--- config.mk ---
export PLATFORM = sky130hd
export DESIGN_NAME = conv_mode_seq
export DESIGN_NICKNAME = d
export VERILOG_FILES = /design/src/rtl/conv_mode_pkg.sv /design/src/rtl/conv_mode_filt.sv /design/src/rtl/conv_mode_dly.sv /design/src/rtl/conv_mode_fsm.sv /design/src/rtl/conv_mode_seq.sv
export SDC_FILE = /design/constraint.sdc
export NUM_CORES = 1
export LEC_CHECK = 0
export BUFFER_PORTS_ARGS = -buffer_cell sky130_fd_sc_hd__buf_2
export CORE_UTILIZATION = 33
export DETAILED_ROUTE_END_ITERATION = 6
export GPL_TIMING_DRIVEN = 1
export PLACE_DENSITY = 0.6
export SYNTH_ARGS = -nofsm -noshare
export SYNTH_HDL_FRONTEND = slang
export SYNTH_HIERARCHICAL = 1
export SYNTH_SLANG_ARGS = --single-unit
--- constraint.sdc ---
create_clock -name clk -period 2.05 [get_ports clk]
set_input_delay 0.3075 -clock clk [delete_from_list [all_inputs] [get_ports clk]]
set_output_delay 0.3075 -clock clk [all_outputs]
set_load 0.03 [all_outputs]
--- src/rtl/conv_mode_pkg.sv ---
// Shared mode encoding for the converter power-state sequencer.
// Assumes: the code values are decoded by neighbouring blocks, so they stay fixed.
package conv_mode_pkg;
    typedef enum logic [1:0] {
        MS_SHUT = 2'd0,
        MS_STBY = 2'd1,
        MS_RUN  = 2'd2,
        MS_HOLD = 2'd3
    } mode_t;
endpackage

--- src/rtl/conv_mode_filt.sv ---
// Consecutive-cycle qualifier: q_o rises once in_i has been high for CYC
// sampled edges in a row. It falls on the edge after in_i is seen low.
// Assumes: in_i is synchronous to clk; CYC >= 2.
module conv_mode_filt #(
    parameter int CYC = 50
) (
    input  logic clk,
    input  logic rst_n,
    input  logic in_i,
    output logic q_o
);
    localparam int CW = $clog2(CYC + 1);
    localparam logic [CW-1:0] LAST = CW'(CYC - 1);

    logic [CW-1:0] cnt;

    // Count steady-high cycles; any low cycle restarts the window.
    always_ff @(posedge clk) begin
        if (!rst_n || !in_i) begin
            cnt <= '0;
            q_o <= 1'b0;
        end else if (cnt == LAST) begin
            q_o <= 1'b1;
        end else begin
            cnt <= cnt + 1'b1;
        end
    end
endmodule

--- src/rtl/conv_mode_dly.sv ---
// Supply turn-on record and start-up delay timer. ready_o latches when the
// supply reaches turn-on. done_o rises DLY cycles later and is sticky until
// the supply drops below its turn-off level.
// Assumes: vcc_on_i implies vcc_ok_i; DLY >= 2.
module conv_mode_dly #(
    parameter int DLY = 1250
) (
    input  logic clk,
    input  logic rst_n,
    input  logic vcc_on_i,
    input  logic vcc_ok_i,
    output logic ready_o,
    output logic done_o
);
    localparam int CW = $clog2(DLY + 1);
    localparam logic [CW-1:0] LAST = CW'(DLY - 1);

    logic [CW-1:0] cnt;

    // Latch the turn-on event; clear it on any supply drop.
    always_ff @(posedge clk) begin
        if (!rst_n || !vcc_ok_i) ready_o <= 1'b0;
        else if (vcc_on_i)       ready_o <= 1'b1;
    end

    // Run the release delay once the turn-on event is recorded.
    always_ff @(posedge clk) begin
        if (!rst_n || !vcc_ok_i) begin
            cnt    <= '0;
            done_o <= 1'b0;
        end else if (ready_o && !done_o) begin
            if (cnt == LAST) done_o <= 1'b1;
            else             cnt    <= cnt + 1'b1;
        end
    end
endmodule

--- src/rtl/conv_mode_fsm.sv ---
// Mode state machine: shutdown, standby, running, fault-hold. A drop request
// (supply or line reset) wins over everything, then fault, then enable loss.
// The hysteresis source arms one cycle before running is entered.
// Assumes: the qualified inputs come from conv_mode_filt / conv_mode_dly.
module conv_mode_fsm
    import conv_mode_pkg::*;
(
    input  logic  clk,
    input  logic  rst_n,
    input  logic  stby_q_i,
    input  logic  en_q_i,
    input  logic  vcc_ok_i,
    input  logic  line_rst_i,
    input  logic  ready_i,
    input  logic  done_i,
    input  logic  flt_i,
    output mode_t mode_o,
    output logic  hys_o,
    output logic  sw_en_o,
    output logic  ss_dis_o
);
    mode_t mode_q, mode_d;
    logic  drop;
    logic  arm;
    logic  arm_q;

    assign drop = !vcc_ok_i || !line_rst_i;
    assign arm  = (mode_q == MS_STBY) && ready_i && done_i && en_q_i && !flt_i && !drop;

    // Next-mode selection by priority: drop, fault, enable loss.
    always_comb begin
        mode_d = mode_q;
        if (drop) begin
            mode_d = MS_SHUT;
        end else begin
            unique case (mode_q)
                MS_SHUT: if (stby_q_i)      mode_d = MS_STBY;
                MS_STBY: if (arm && arm_q)  mode_d = MS_RUN;
                MS_RUN: begin
                    if (flt_i)              mode_d = MS_HOLD;
                    else if (!en_q_i)       mode_d = MS_STBY;
                end
                MS_HOLD: if (!flt_i)        mode_d = MS_STBY;
                default:                    mode_d = MS_SHUT;
            endcase
        end
    end

    // Mode register and one-cycle arm history.
    always_ff @(posedge clk) begin
        if (!rst_n) begin
            mode_q <= MS_SHUT;
            arm_q  <= 1'b0;
        end else begin
            mode_q <= mode_d;
            arm_q  <= arm;
        end
    end

    // Output decode from the mode register.
    always_comb begin
        mode_o   = mode_q;
        sw_en_o  = (mode_q == MS_RUN);
        ss_dis_o = (mode_q != MS_RUN);
        hys_o    = (mode_q == MS_RUN) || (mode_q == MS_HOLD) || ((mode_q == MS_STBY) && arm_q);
    end
endmodule

--- src/rtl/conv_mode_seq.sv ---
// Top of the converter power-state sequencer. It converts the filter and
// delay times into cycle counts from CLK_HZ and wires the qualifiers to the
// mode machine.
// Assumes: all inputs are synchronous to clk; the line flags are nested.
module conv_mode_seq
    import conv_mode_pkg::*;
#(
    parameter int CLK_HZ    = 50_000_000,
    parameter int STBY_NS   = 5_000,
    parameter int EN_NS     = 1_000,
    parameter int SS_DLY_NS = 25_000
) (
    input  logic       clk,
    input  logic       rst_n,
    input  logic       vcc_on_i,
    input  logic       vcc_ok_i,
    input  logic       line_rst_i,
    input  logic       line_stby_i,
    input  logic       line_enl_i,
    input  logic       flt_i,
    output logic [1:0] state_o,
    output logic       sw_en_o,
    output logic       hys_src_o,
    output logic       ss_dis_o
);
    localparam int KHZ      = CLK_HZ / 1000;
    localparam int STBY_CYC = (KHZ * STBY_NS) / 1_000_000;
    localparam int EN_CYC   = (KHZ * EN_NS) / 1_000_000;
    localparam int DLY_CYC  = (KHZ * SS_DLY_NS) / 1_000_000;

    logic  stby_q, en_q, ready, done;
    mode_t mode;

    conv_mode_filt #(.CYC(STBY_CYC)) u_stby_filt (
        .clk(clk), .rst_n(rst_n), .in_i(line_stby_i), .q_o(stby_q)
    );

    conv_mode_filt #(.CYC(EN_CYC)) u_en_filt (
        .clk(clk), .rst_n(rst_n), .in_i(line_enl_i), .q_o(en_q)
    );

    conv_mode_dly #(.DLY(DLY_CYC)) u_dly (
        .clk(clk), .rst_n(rst_n), .vcc_on_i(vcc_on_i), .vcc_ok_i(vcc_ok_i),
        .ready_o(ready), .done_o(done)
    );

    conv_mode_fsm u_fsm (
        .clk(clk), .rst_n(rst_n), .stby_q_i(stby_q), .en_q_i(en_q),
        .vcc_ok_i(vcc_ok_i), .line_rst_i(line_rst_i), .ready_i(ready),
        .done_i(done), .flt_i(flt_i), .mode_o(mode), .hys_o(hys_src_o),
        .sw_en_o(sw_en_o), .ss_dis_o(ss_dis_o)
    );

    assign state_o = mode;
endmodule

==> results of run 1 <==
==> kinds of logic (layout without fill, tap and decap cells) <==
| group | count (synthesis) | in the layout | synth area share [%] |
|---|---|---|---|
| simple gates | 76 | 76 | 28.4 |
| compound gates | 40 | 40 | 16.3 |
| flops | 32 | 32 | 38.5 |
| buf+inv | 14 | 33 | 3.61 |
| fa+ha+maj | 10 | 10 | 7.52 |
| xor+xnor | 6 | 6 | 3.16 |
| mux | 4 | 4 | 2.48 |
==> area by class of cell <==
class,count,area (sq um)
timing repair buffer,14,75.1
inverter,11,41.3
clock buffer,7,96.3
clock inverter,1,30.0
fill,477,2860
sequential,32,641
multi-input combinational,136,962
tap,67,83.8
==> stage by stage <==
step	utilization [%]	area, sq um
after floorplan	-	1660
after detailed placement	37.7	1800
after global placement	37.7	1800
final	40.3	1930
after global routing	40.3	1930
after CTS	40.3	1930
==> cell usage after synthesis (3+ instances only) <==
library cell               number  area share [%]
sky130_fd_sc_hd__mux2i_1        3             1.8
sky130_fd_sc_hd__a21oi_1       12             3.6
sky130_fd_sc_hd__o21ai_0        8             2.4
sky130_fd_sc_hd__nand2_1       17             3.8
sky130_fd_sc_hd__inv_1         11             2.5
sky130_fd_sc_hd__nand3_1        7             2.1
sky130_fd_sc_hd__dfxtp_1       32              39
sky130_fd_sc_hd__or4_1          5             2.3
sky130_fd_sc_hd__nor3_1         3            0.90
sky130_fd_sc_hd__or3_1          5             1.9
sky130_fd_sc_hd__and3_1         3             1.1
sky130_fd_sc_hd__nand4_1        5             1.9
sky130_fd_sc_hd__o31ai_1        4             1.8
sky130_fd_sc_hd__nor2_1         8             1.8
sky130_fd_sc_hd__xor2_1         4             2.1
sky130_fd_sc_hd__ha_1          10             7.5
sky130_fd_sc_hd__and2_1         3             1.1
sky130_fd_sc_hd__nand2b_1       3             1.1
==> flip-flops by register name, indices dropped and copies added, names as in the netlist <==
signal	flops
u_dly/cnt	11
u_en_filt/cnt	6
u_fsm/mode_o	2
u_fsm/arm_q	1
u_stby_filt/q_o	1
u_dly/done_o	1
u_stby_filt/cnt	8
u_dly/ready_o	1
u_en_filt/q_o	1
==> power by group through the flow <==
stage	Clock (mW)	Sequential [mW]	Combinational (mW)
global route	0.689	0.638	0.0561
detailed placement	0	0.651	0.0504
floorplan	0	0.649	0.0305
global placement	0	0.651	0.0494
finish	0.653	0.637	0.0494
CTS	0.673	0.637	0.0504
==> how the worst min path moves through the flow <==
stage	start	end	cells after the start
after detailed placement	u_dly/cnt[10]	u_dly/cnt[10]	2
after floorplan	vcc_on_i	u_dly/ready_o	2
after global routing	vcc_on_i	u_dly/ready_o	3
after CTS	vcc_on_i	u_dly/ready_o	3
final	vcc_on_i	u_dly/ready_o	3
after global placement	u_dly/cnt[10]	u_dly/cnt[10]	2
==> per-layer routing <==
layer	up-vias	track usage, %	part of all wire, %
li1	703	-	-
met3	7	2.49	3.0
met4	0	6.54	1.9
met2	20	20.0	45
met1	629	16.2	50
met5	-	0	0
==> worst register-to-register path: stages (launching register included) <==
cell	delay [ns]
sky130_fd_sc_hd__dfxtp_1	0.45
sky130_fd_sc_hd__nand4b_2	0.31
sky130_fd_sc_hd__or4_1	0.57
sky130_fd_sc_hd__a21oi_1	0.15
==> summary.log, run 1 <==
INFO  finish         drive_above_1_share=18.9%
INFO  sta            period_share=85.9%
INFO  critical_path  arrival=1.45ns
INFO  sta            holdWs=0.251ns
INFO  sta            slew_viol_final=0
INFO  die            start_util=34.7%
INFO  routing        detail_route.first_pass.iterations=4
INFO  synthesis      fraction_of_the_yosys_area_taken_by_sequential_cells=38.5%
INFO  clock_network  cts_tree=yes
INFO  power_and_ir_drop p_int=1.08mW
INFO  synthesis      dominantRegCellSynth=sky130_fd_sc_hd__dfxtp_1
INFO  synthesis      post_synth_inst_count=182
INFO  global_routing gr-usage-all-layers=12.6%
INFO  die            io-pin-count=13
INFO  routing        routed_via_density=5.07
INFO  critical_path  timing_worst_setup_path_type=reg2out
INFO  finish         layout.cells.most_common_list=32 x sky130_fd_sc_hd__dfxtp_1, 17 x sky130_fd_sc_hd__nand2_1, 12 x sky130_fd_sc_hd__buf_2, 12 x sky130_fd_sc_hd__a21oi_1, 11 x sky130_fd_sc_hd__inv_1
INFO  sta            max_slew_margin=65.9%
INFO  critical_path  crit_path_max_incr_delay=0.40ns
INFO  finish         area_growth=16.0%
INFO  sta            rsz_0062_raised_after_global_routing=no
INFO  critical_path  crit_path_end=hys_src_o
INFO  sta            hold_violations=0
INFO  clock_network  cts_num_sinks=32
INFO  clock_network  postCtsResizedCells=0
INFO  placed_design  io_buffer_count=12
INFO  power_and_ir_drop clock_power_share=48.8%
INFO  power_and_ir_drop p_sw_share=19.6%
INFO  critical_path  crit_buf_inv=2
INFO  routing        routed_wirelength=3.01mm
INFO  clock_network  cts_post_setup_buffers_inserted=0
INFO  die            die_area=0.00533sqmm
INFO  sta            fmax=0.568GHz
INFO  global_routing grt_max_degree=14
INFO  routing        routed-via-count=1359
INFO  power_and_ir_drop p_comb_share=3.7%
INFO  critical_path  cpLargestDelayFamily=flip-flops
INFO  synthesis      synth_cell_type_count=50
INFO  routing        wl_per_cell=11.2um
INFO  placed_design  preCtsSetupSlack=0.510ns
INFO  clock_network  cts-root-to-sink-buffers=2
INFO  die            std_cell_rows=25
INFO  sta            transition_time_at_the_pin_with_the_least_slew_margin=0.510ns
INFO  finish         instances_no_fill=268
INFO  synthesis      yosys_register_bits=32
INFO  die            die_width=73.0um
INFO  routing        ant_nets=0
INFO  synthesis      post_synth.cell_area_avg=9.14squm
INFO  critical_path  timing.reg2reg.worst_path_depth=3
INFO  critical_path  cp_data_required_time=1.74ns
INFO  die            core_area=0.00479sqmm
INFO  critical_path  setup.worst_path.end_class=primary output
INFO  synthesis      syn-cell-area=0.00166sqmm
INFO  finish         num_antenna_cells=0
INFO  clock_network  root_buffer=sky130_fd_sc_hd__clkbuf_8
INFO  placed_design  routabilityCongestion=0.736
INFO  sta            skew=0.00378ns
INFO  power_and_ir_drop seq_power_share=47.6%
INFO  outcome        status=finished, final reports clean
INFO  sta            final_setup_viols=0
INFO  critical_path  worstReg2RegStart=u_dly/ready_o
INFO  clock_network  ctsHtreeMaxLevel=2
INFO  finish         layout_commonest_cell=sky130_fd_sc_hd__dfxtp_1
INFO  synthesis      synth_enable_flop_cells=0
INFO  power_and_ir_drop finalPower=1.34mW
INFO  synthesis      syn-num-nets=200
INFO  clock_network  cts_inserted_buffers=5
INFO  placed_design  detailed_place_hpwl=2.22mm
INFO  placed_design  placedCellCount=260
INFO  global_routing antenna_violations_before_repair=0
INFO  power_and_ir_drop switchingPower=0.262mW
INFO  clock_network  ctsHoldBuffers=0
INFO  job            max_cap_viol_count=0
INFO  finish         total_number_of_nets_in_the_final_design=218
INFO  synthesis      synth.yosys.warnings=6
INFO  global_routing first_global_vias=1239
INFO  synthesis      synth-async-reset-ratio=0%
INFO  die            die_height=73.0um
INFO  critical_path  critical_path_cell_count=4
INFO  routing        drt_first_iter_violations=83
INFO  clock_network  clkSlewWorstSetupHoldPaths=0.07ns
INFO  critical_path  critical-path-slowest-cell=sky130_fd_sc_hd__dfxtp_1
INFO  critical_path  timing.reg2reg.setup_slack=0.50ns
INFO  critical_path  cp_cell_sequence=inv_1, ha_1, a211o_1, buf_2
INFO  critical_path  worstPathMaxFanout=5
INFO  clock_network  worst_skew_pair_later_pin_latency=0.28ns
INFO  global_routing global_route_congestion_overflow_total=0
INFO  sta            fin_setup_tns=0ns
INFO  sta            postLayoutSetupSlackWorst=0.289ns
INFO  power_and_ir_drop peakVddDrop=0.427mV
INFO  routing        drc=0
INFO  power_and_ir_drop power_per_cell_area=694mW/mm^2
INFO  critical_path  cp-startpoint=u_fsm/mode_o[1]
INFO  min_path       timing.hold.worst.class=in2reg
INFO  power_and_ir_drop power.leakage=0.711nW
INFO  global_routing grt_first_pass_wirelength=5.25mm
INFO  critical_path  crit_path_start_kind=register
INFO  critical_path  critical_path.reg2reg.endpoint=u_dly/cnt[9]
INFO  sta            fin_crit=1.76ns
Note: power is estimated with default switching activity, not from simulation.
==> inputs of run 2 (changes only) <==
--- a/config.mk
+++ b/config.mk
@@ -6,6 +6,8 @@
 export NUM_CORES = 1
 export LEC_CHECK = 0
 export BUFFER_PORTS_ARGS = -buffer_cell sky130_fd_sc_hd__buf_2
+export CORE_ASPECT_RATIO = 0.75
+export CORE_MARGIN = 8
 export CORE_UTILIZATION = 33
 export DETAILED_ROUTE_END_ITERATION = 6
 export GPL_TIMING_DRIVEN = 1
==> run 2 against run 1 <==
Effect of this change:
- worst hold slack worse by 0.012 ns
- clock-buffer cell count stayed put
- first-iteration DRC count shrank 24%
- sequential power is essentially flat
- maximum frequency decreased by 0.14%
- total power rose by 0.12%
- die area rose by 42%
- flip-flop and latch count unchanged
- clock skew up 0.0068 ns
- register-to-register slack worse by 0.09 ns
- largest power group unchanged
==> summary.log, run 2 (synthesis results as in run 1) <==
INFO  power_and_ir_drop clock_power_share=48.9% [about the same]
INFO  finish         area_growth=15.0%
INFO  clock_network  cts_tree=yes
INFO  clock_network  cts_num_sinks=32 [unchanged]
INFO  critical_path  timing.reg2reg.worst_path_depth=4 [+1]
INFO  sta            transition_time_at_the_pin_with_the_least_slew_margin=0.584ns [+0.0735 ns]
INFO  die            std_cell_rows=22 [-12%]
INFO  critical_path  worstPathMaxFanout=5 [unchanged]
INFO  sta            fmax=0.567GHz [-0.14%]
INFO  placed_design  detailed_place_hpwl=2.37mm [+6.6%]
INFO  routing        wl_per_cell=12.3um [+9.6%]
INFO  critical_path  critical_path.reg2reg.endpoint=u_dly/cnt[1]
INFO  critical_path  cp_data_required_time=1.74ns [about the same]
INFO  critical_path  timing_worst_setup_path_type=reg2out
INFO  die            die_height=77.5um [+6.2%]
INFO  power_and_ir_drop switchingPower=0.265mW [+1.1%]
INFO  sta            period_share=86.0% [+0.12 points]
INFO  min_path       worst_hold_path.num_cells=3 [unchanged]
INFO  global_routing gr-usage-all-layers=9.08% [-3.5 points]
INFO  placed_design  io_buffer_count=12 [unchanged]
INFO  sta            fin_setup_tns=0ns [unchanged]
INFO  die            start_util=34.1% [-0.62 points]
INFO  routing        drc=0 [unchanged]
INFO  routing        routed_via_density=5.09 [+0.35%]
INFO  finish         num_antenna_cells=0 [unchanged]
INFO  power_and_ir_drop peakVddDrop=0.238mV [-44%]
INFO  die            io-pin-count=13 [unchanged]
INFO  clock_network  cts-root-to-sink-buffers=2 [unchanged]
INFO  routing        ant_nets=0 [unchanged]
INFO  clock_network  cts_post_setup_buffers_inserted=0 [unchanged]
INFO  finish         reg_top3=u_dly/cnt: 11 flops, u_stby_filt/cnt: 8 flops, u_en_filt/cnt: 6 flops
INFO  global_routing grt_max_degree=14 [unchanged]
INFO  routing        top_layer_used=met4
INFO  finish         drive_above_1_share=18.5% [-0.41 points]
INFO  clock_network  ctsHoldBuffers=0 [unchanged]
INFO  power_and_ir_drop power_per_cell_area=701mW/mm^2 [+0.97%]
INFO  sta            fin_crit=1.76ns [+0.00252 ns]
INFO  finish         fillCellCount=465 [-2.5%]
INFO  sta            postLayoutSetupSlackWorst=0.287ns [-0.00252 ns]
INFO  critical_path  setup.worst_path.end_class=primary output
INFO  clock_network  ctsHtreeMaxLevel=2 [unchanged]
INFO  routing        drt_first_iter_violations=63 [-24%]
INFO  routing        routed-via-count=1323 [-2.6%]
INFO  critical_path  arrival=1.46ns [about the same]
INFO  routing        route.met2.wl=1.27mm [-6.2%]
INFO  power_and_ir_drop seq_power_share=47.5% [about the same]
INFO  critical_path  timing.reg2reg.setup_slack=0.41ns [-0.09 ns]
INFO  routing        detail_route.first_pass.iterations=4 [unchanged]
INFO  power_and_ir_drop p_comb_share=3.6% [about the same]
INFO  clock_network  clkSlewWorstSetupHoldPaths=0.07ns [about the same]
INFO  power_and_ir_drop power.leakage=0.707nW [-0.63%]
INFO  critical_path  crit_path_start_kind=register
INFO  sta            max_slew_margin=61.0% [-4.9 points]
INFO  sta            hold_violations=0 [unchanged]
INFO  job            max_cap_viol_count=0 [unchanged]
INFO  power_and_ir_drop p_int=1.08mW [-0.12%]
INFO  routing        wl_met1=1.72mm [+14%]
INFO  finish         largest_reg_flops=11 [unchanged]
INFO  critical_path  cp-startpoint=u_fsm/mode_o[0]
INFO  die            core_area=0.00487sqmm [+1.8%]
INFO  clock_network  postCtsResizedCells=0 [unchanged]
INFO  critical_path  worstReg2RegStart=u_dly/cnt[0]
INFO  routing        met3RoutedLength=165um [+81%]
INFO  global_routing grt_first_pass_wirelength=5.78mm [+10%]
INFO  finish         layout_commonest_cell=sky130_fd_sc_hd__dfxtp_1
INFO  finish         max_flop_register=u_dly/cnt
INFO  global_routing first_global_vias=1255 [+1.3%]
INFO  placed_design  preCtsSetupSlack=0.450ns [-0.0595 ns]
INFO  outcome        status=finished, final reports clean
INFO  clock_network  cts_inserted_buffers=5 [unchanged]
INFO  min_path       timing.hold.worst.class=in2reg
INFO  global_routing global_route_congestion_overflow_total=0 [unchanged]
INFO  sta            final_setup_viols=0 [unchanged]
INFO  clock_network  worst_skew_pair_later_pin_latency=0.28ns [about the same]
INFO  sta            slew_viol_final=0 [unchanged]
INFO  clock_network  root_buffer=sky130_fd_sc_hd__clkbuf_8
INFO  power_and_ir_drop p_sw_share=19.8% [+0.19 points]
INFO  finish         total_number_of_nets_in_the_final_design=217 [-0.46%]
INFO  global_routing antenna_violations_before_repair=0 [unchanged]
INFO  routing        routed_wirelength=3.20mm [+6.3%]
INFO  sta            rsz_0062_raised_after_global_routing=no
INFO  finish         layout.cells.most_common_list=32 x sky130_fd_sc_hd__dfxtp_1, 17 x sky130_fd_sc_hd__nand2_1, 12 x sky130_fd_sc_hd__buf_2, 12 x sky130_fd_sc_hd__a21oi_1, 11 x sky130_fd_sc_hd__inv_1
INFO  sta            skew=0.0106ns [+0.00679 ns]
INFO  placed_design  routabilityCongestion=0.711 [-3.4%]
INFO  critical_path  crit_path_end=hys_src_o
INFO  die            die_width=98.0um [+34%]
INFO  die            die_area=0.00759sqmm [+42%]
==> run 2: changes by cell type in the layout (fill, tap and decap cells not counted) <==
cell                    delta
sky130_fd_sc_hd__buf_4     -1
==> run 2: per-stage QoR <==
step,util [%],power (mW),cells,hold WS (ns),instance area [sq um]
3_3_place_gp,36.7,0.699,252,0.458,1790
2_1_floorplan,-,0.680,182,0.423,1660
6_report,39.3,1.34,260,0.238,1910
5_1_grt,39.3,1.40,260,0.239,1910
3_5_place_dp,36.7,0.699,252,0.466,1790
4_1_cts,39.3,1.37,260,0.238,1910
==> run 2: final cells by class <==
cell class / count / area, sq um / area share [%]
multi-input combinational: 136 / 962 / 50.3
sequential: 32 / 641 / 33.5
clock buffer: 7 / 96.3 / 5.04
tap: 60 / 75.1 / 3.92
timing repair buffer: 13 / 67.6 / 3.53
inverter: 11 / 41.3 / 2.16
clock inverter: 1 / 30.0 / 1.57
==> run 2: power groups by stage <==
stage | clock network [mW] | logic, mW | registers [mW]
detailed placement | 0 | 0.0480 | 0.651
finish | 0.657 | 0.0476 | 0.637
floorplan | 0 | 0.0305 | 0.649
CTS | 0.682 | 0.0484 | 0.637
global placement | 0 | 0.0480 | 0.651
global route | 0.702 | 0.0555 | 0.638
==> run 2: worst min path at each step <==
stage,start,endpoint
after floorplan,vcc_on_i,u_dly/ready_o
after global placement,u_dly/cnt[10],u_dly/cnt[10]
after detailed placement,u_dly/cnt[10],u_dly/cnt[10]
after CTS,vcc_on_i,u_dly/ready_o
after global routing,vcc_on_i,u_dly/ready_o
final,vcc_on_i,u_dly/ready_o
==> run 2: critical path, cell delays in order (launching register included) <==
cell	delay, ns
sky130_fd_sc_hd__dfxtp_1	0.40
sky130_fd_sc_hd__inv_1	0.08
sky130_fd_sc_hd__ha_1	0.27
sky130_fd_sc_hd__a211o_1	0.24
sky130_fd_sc_hd__buf_2	0.18
==> run 2: per-layer routing <==
metal / GRT usage, % / vias up
met2: 13.0 / 25
met4: 4.19 / 0
met3: 3.12 / 5
met1: 11.9 / 592
met5: 0 / -
li1: - / 701
==> inputs of run 3 (changes only) <==
==> constraint.sdc (replaced) <==
create_clock -name clk -period 1.8 [get_ports clk]
set_input_delay 0.27 -clock clk [delete_from_list [all_inputs] [get_ports clk]]
set_output_delay 0.27 -clock clk [all_outputs]
set_load 0.03 [all_outputs]
==> run 3 against run 2 <==
Effect of this change:
- cell count up 0.38%
- clock power down 23%
- clock-buffer cell count down 1
- critical path depth unchanged
- worst setup slack worse by 0.20 ns
- first-iteration DRC count up 13%
- total power down 3.7%
- register-to-register slack worse by 0.14 ns
- global-route usage down 0.36 points
- design area down 1.7%
- non-clock buffer count up 2
- sequential power up 14%
- critical endpoint unchanged
- largest power group is now sequential cells
==> summary.log, run 3 (synthesis results as in run 1) <==
INFO  outcome        status=finished, final reports clean
INFO  placed_design  routabilityCongestion=0.723 [+1.6%]
INFO  power_and_ir_drop power.leakage=0.694nW [-1.9%]
INFO  power_and_ir_drop peakVddDrop=0.209mV [-12%]
INFO  routing        routed_wirelength=3.15mm [-1.3%]
INFO  sta            skew=0.00903ns [-0.00155 ns]
INFO  min_path       timing.hold.worst.class=in2reg
INFO  clock_network  cts_tree=yes
INFO  critical_path  crit_path_start_kind=register
INFO  power_and_ir_drop finalPower=1.29mW [-3.7%]
INFO  finish         layout_commonest_cell=sky130_fd_sc_hd__dfxtp_1
INFO  clock_network  root_buffer=sky130_fd_sc_hd__clkbuf_8
INFO  clock_network  cts_inserted_buffers=5 [unchanged]
INFO  finish         num_antenna_cells=0 [unchanged]
INFO  sta            postLayoutSetupSlackWorst=0.0829ns [-0.204 ns]
INFO  global_routing gr-usage-all-layers=8.73% [-0.36 points]
INFO  placed_design  io_buffer_count=12 [unchanged]
INFO  global_routing global_route_congestion_overflow_total=0 [unchanged]
INFO  global_routing grt_first_pass_wirelength=5.51mm [-4.7%]
INFO  power_and_ir_drop clock_power_share=39.3% [-9.6 points]
INFO  power_and_ir_drop p_comb_share=4.6% [+1.0 points]
INFO  clock_network  cts_num_sinks=32 [unchanged]
INFO  routing        drt_first_iter_violations=71 [+13%]
INFO  finish         drive_above_1_share=18.9% [+0.41 points]
INFO  clock_network  ctsHtreeMaxLevel=2 [unchanged]
INFO  sta            fin_setup_tns=0ns [unchanged]
INFO  routing        routed-via-count=1346 [+1.7%]
INFO  power_and_ir_drop power_per_cell_area=687mW/mm^2 [-2.1%]
INFO  sta            fin_crit=1.72ns
INFO  clock_network  cts_post_setup_buffers_inserted=0 [unchanged]
INFO  finish         largest_reg_flops=11 [unchanged]
INFO  critical_path  worstPathMaxFanout=5 [unchanged]
INFO  die            die_area=0.00759sqmm [unchanged]
INFO  sta            final_setup_viols=0 [unchanged]
INFO  power_and_ir_drop seq_power_share=56.1% [+8.6 points]
INFO  job            max_cap_viol_count=0 [unchanged]
INFO  die            start_util=34.1% [unchanged]
INFO  placed_design  detailed_place_hpwl=2.36mm [-0.59%]
INFO  critical_path  setup.worst_path.end_class=primary output
INFO  sta            slew_viol_final=0 [unchanged]
INFO  die            io-pin-count=13 [unchanged]
INFO  die            die_height=77.5um [unchanged]
INFO  critical_path  timing_worst_setup_path_type=reg2out
INFO  die            die_width=98.0um [unchanged]
INFO  global_routing first_global_vias=1199 [-4.5%]
INFO  finish         area_growth=13.1%
INFO  global_routing antenna_violations_before_repair=0 [unchanged]
INFO  placed_design  preCtsSetupSlack=0.297ns [-0.153 ns]
INFO  clock_network  ctsHoldBuffers=0 [unchanged]
INFO  routing        ant_nets=0 [unchanged]
INFO  power_and_ir_drop switchingPower=0.289mW [+9.0%]
INFO  sta            hold_violations=0 [unchanged]
INFO  power_and_ir_drop p_sw_share=22.4% [+2.6 points]
INFO  sta            fmax=0.582GHz
INFO  die            std_cell_rows=22 [unchanged]
INFO  power_and_ir_drop p_int=1.00mW [-6.8%]
INFO  die            core_area=0.00487sqmm [unchanged]
INFO  finish         max_flop_register=u_dly/cnt
INFO  critical_path  cp_data_required_time=1.53ns [-0.21 ns]
INFO  critical_path  arrival=1.45ns [about the same]
INFO  clock_network  clkSlewWorstSetupHoldPaths=0.07ns [about the same]
INFO  finish         reg_top3=u_dly/cnt: 11 flops, u_stby_filt/cnt: 8 flops, u_en_filt/cnt: 6 flops
INFO  routing        routed_via_density=5.16 [+1.3%]
INFO  sta            rsz_0062_raised_after_global_routing=no
INFO  clock_network  worst_skew_pair_later_pin_latency=0.28ns [about the same]
INFO  routing        detail_route.first_pass.iterations=4 [unchanged]
INFO  routing        drc=0 [unchanged]
INFO  clock_network  cts-root-to-sink-buffers=2 [unchanged]
INFO  sta            max_slew_margin=66.0% [+5.0 points]
INFO  finish         total_number_of_nets_in_the_final_design=219 [+0.92%]
INFO  routing        wl_per_cell=12.1um [-1.7%]
INFO  finish         layout.cells.most_common_list=31 x sky130_fd_sc_hd__dfxtp_1, 17 x sky130_fd_sc_hd__nand2_1, 12 x sky130_fd_sc_hd__buf_2, 12 x sky130_fd_sc_hd__a21oi_1, 11 x sky130_fd_sc_hd__inv_1
INFO  sta            transition_time_at_the_pin_with_the_least_slew_margin=0.509ns [-0.0749 ns]
INFO  global_routing grt_max_degree=14 [unchanged]
INFO  sta            period_share=95.4%
-- run 3: critical path: stages, from the launching register on --
cell and delay [ns]:
sky130_fd_sc_hd__dfxtp_1 0.40, sky130_fd_sc_hd__inv_1 0.08, sky130_fd_sc_hd__ha_1 0.27, sky130_fd_sc_hd__a211o_1 0.24
sky130_fd_sc_hd__buf_2 0.18
-- run 3: through the flow --
step,hold WS [ns],instances,utilization [%],cell area (sq um)
after floorplan,0.386,182,-,1660
after global placement,0.453,254,37.0,1800
after detailed placement,0.461,254,37.0,1800
after CTS,0.214,261,38.6,1880
after global routing,0.244,261,38.6,1880
final,0.212,261,38.6,1880
-- run 3: per-layer routing --
| layer | vias up | global-route usage (%) | share of wire [%] |
|---|---|---|---|
| li1 | 706 | - | - |
| met1 | 600 | 11.8 | 54 |
| met5 | - | 0 | 0 |
| met2 | 35 | 11.8 | 38 |
| met3 | 5 | 3.03 | 5.8 |
| met4 | 0 | 4.65 | 1.7 |
-- run 3: timing repair --
action	4_1_cts	5_1_grt
resized for setup	0	1
endpoints found under the hold margin	0	0
endpoints found under the setup margin	0	1
-- run 3: power by group through the flow --
stage / Clock [mW] / Combinational [mW] / Sequential [mW]
floorplan: 0 / 0.0348 / 0.739
global placement: 0 / 0.0590 / 0.740
detailed placement: 0 / 0.0600 / 0.740
CTS: 0.532 / 0.0603 / 0.724
global route: 0.551 / 0.0684 / 0.725
finish: 0.508 / 0.0596 / 0.724
-- run 3: path summary, 6_finish.rpt --
| path | slack (ns) | startpoint | endpoint | depth (start not counted) |
|---|---|---|---|---|
| worst max-delay path | 0.08 | u_fsm/mode_o[0] | hys_src_o | 4 |
| worst min-delay path | 0.21 | vcc_on_i | u_dly/ready_o | 3 |
| worst max register to register | 0.27 | u_fsm/mode_o[0] | u_fsm/mode_o[0] | 6 |
| worst min register to register | 0.46 | u_dly/cnt[10] | u_dly/cnt[10] | 2 |
-- run 3: final cells by class --
| class | count | area, sq um |
|---|---|---|
| fillers | 495 | 2990 |
| multi-input cells | 136 | 962 |
| inverters | 11 | 41.3 |
| flip-flops and latches | 32 | 642 |
| clock buffers | 6 | 72.6 |
| repair buffers | 15 | 82.6 |
| well taps | 60 | 75.1 |
| clock inverters | 1 | 5.00 |
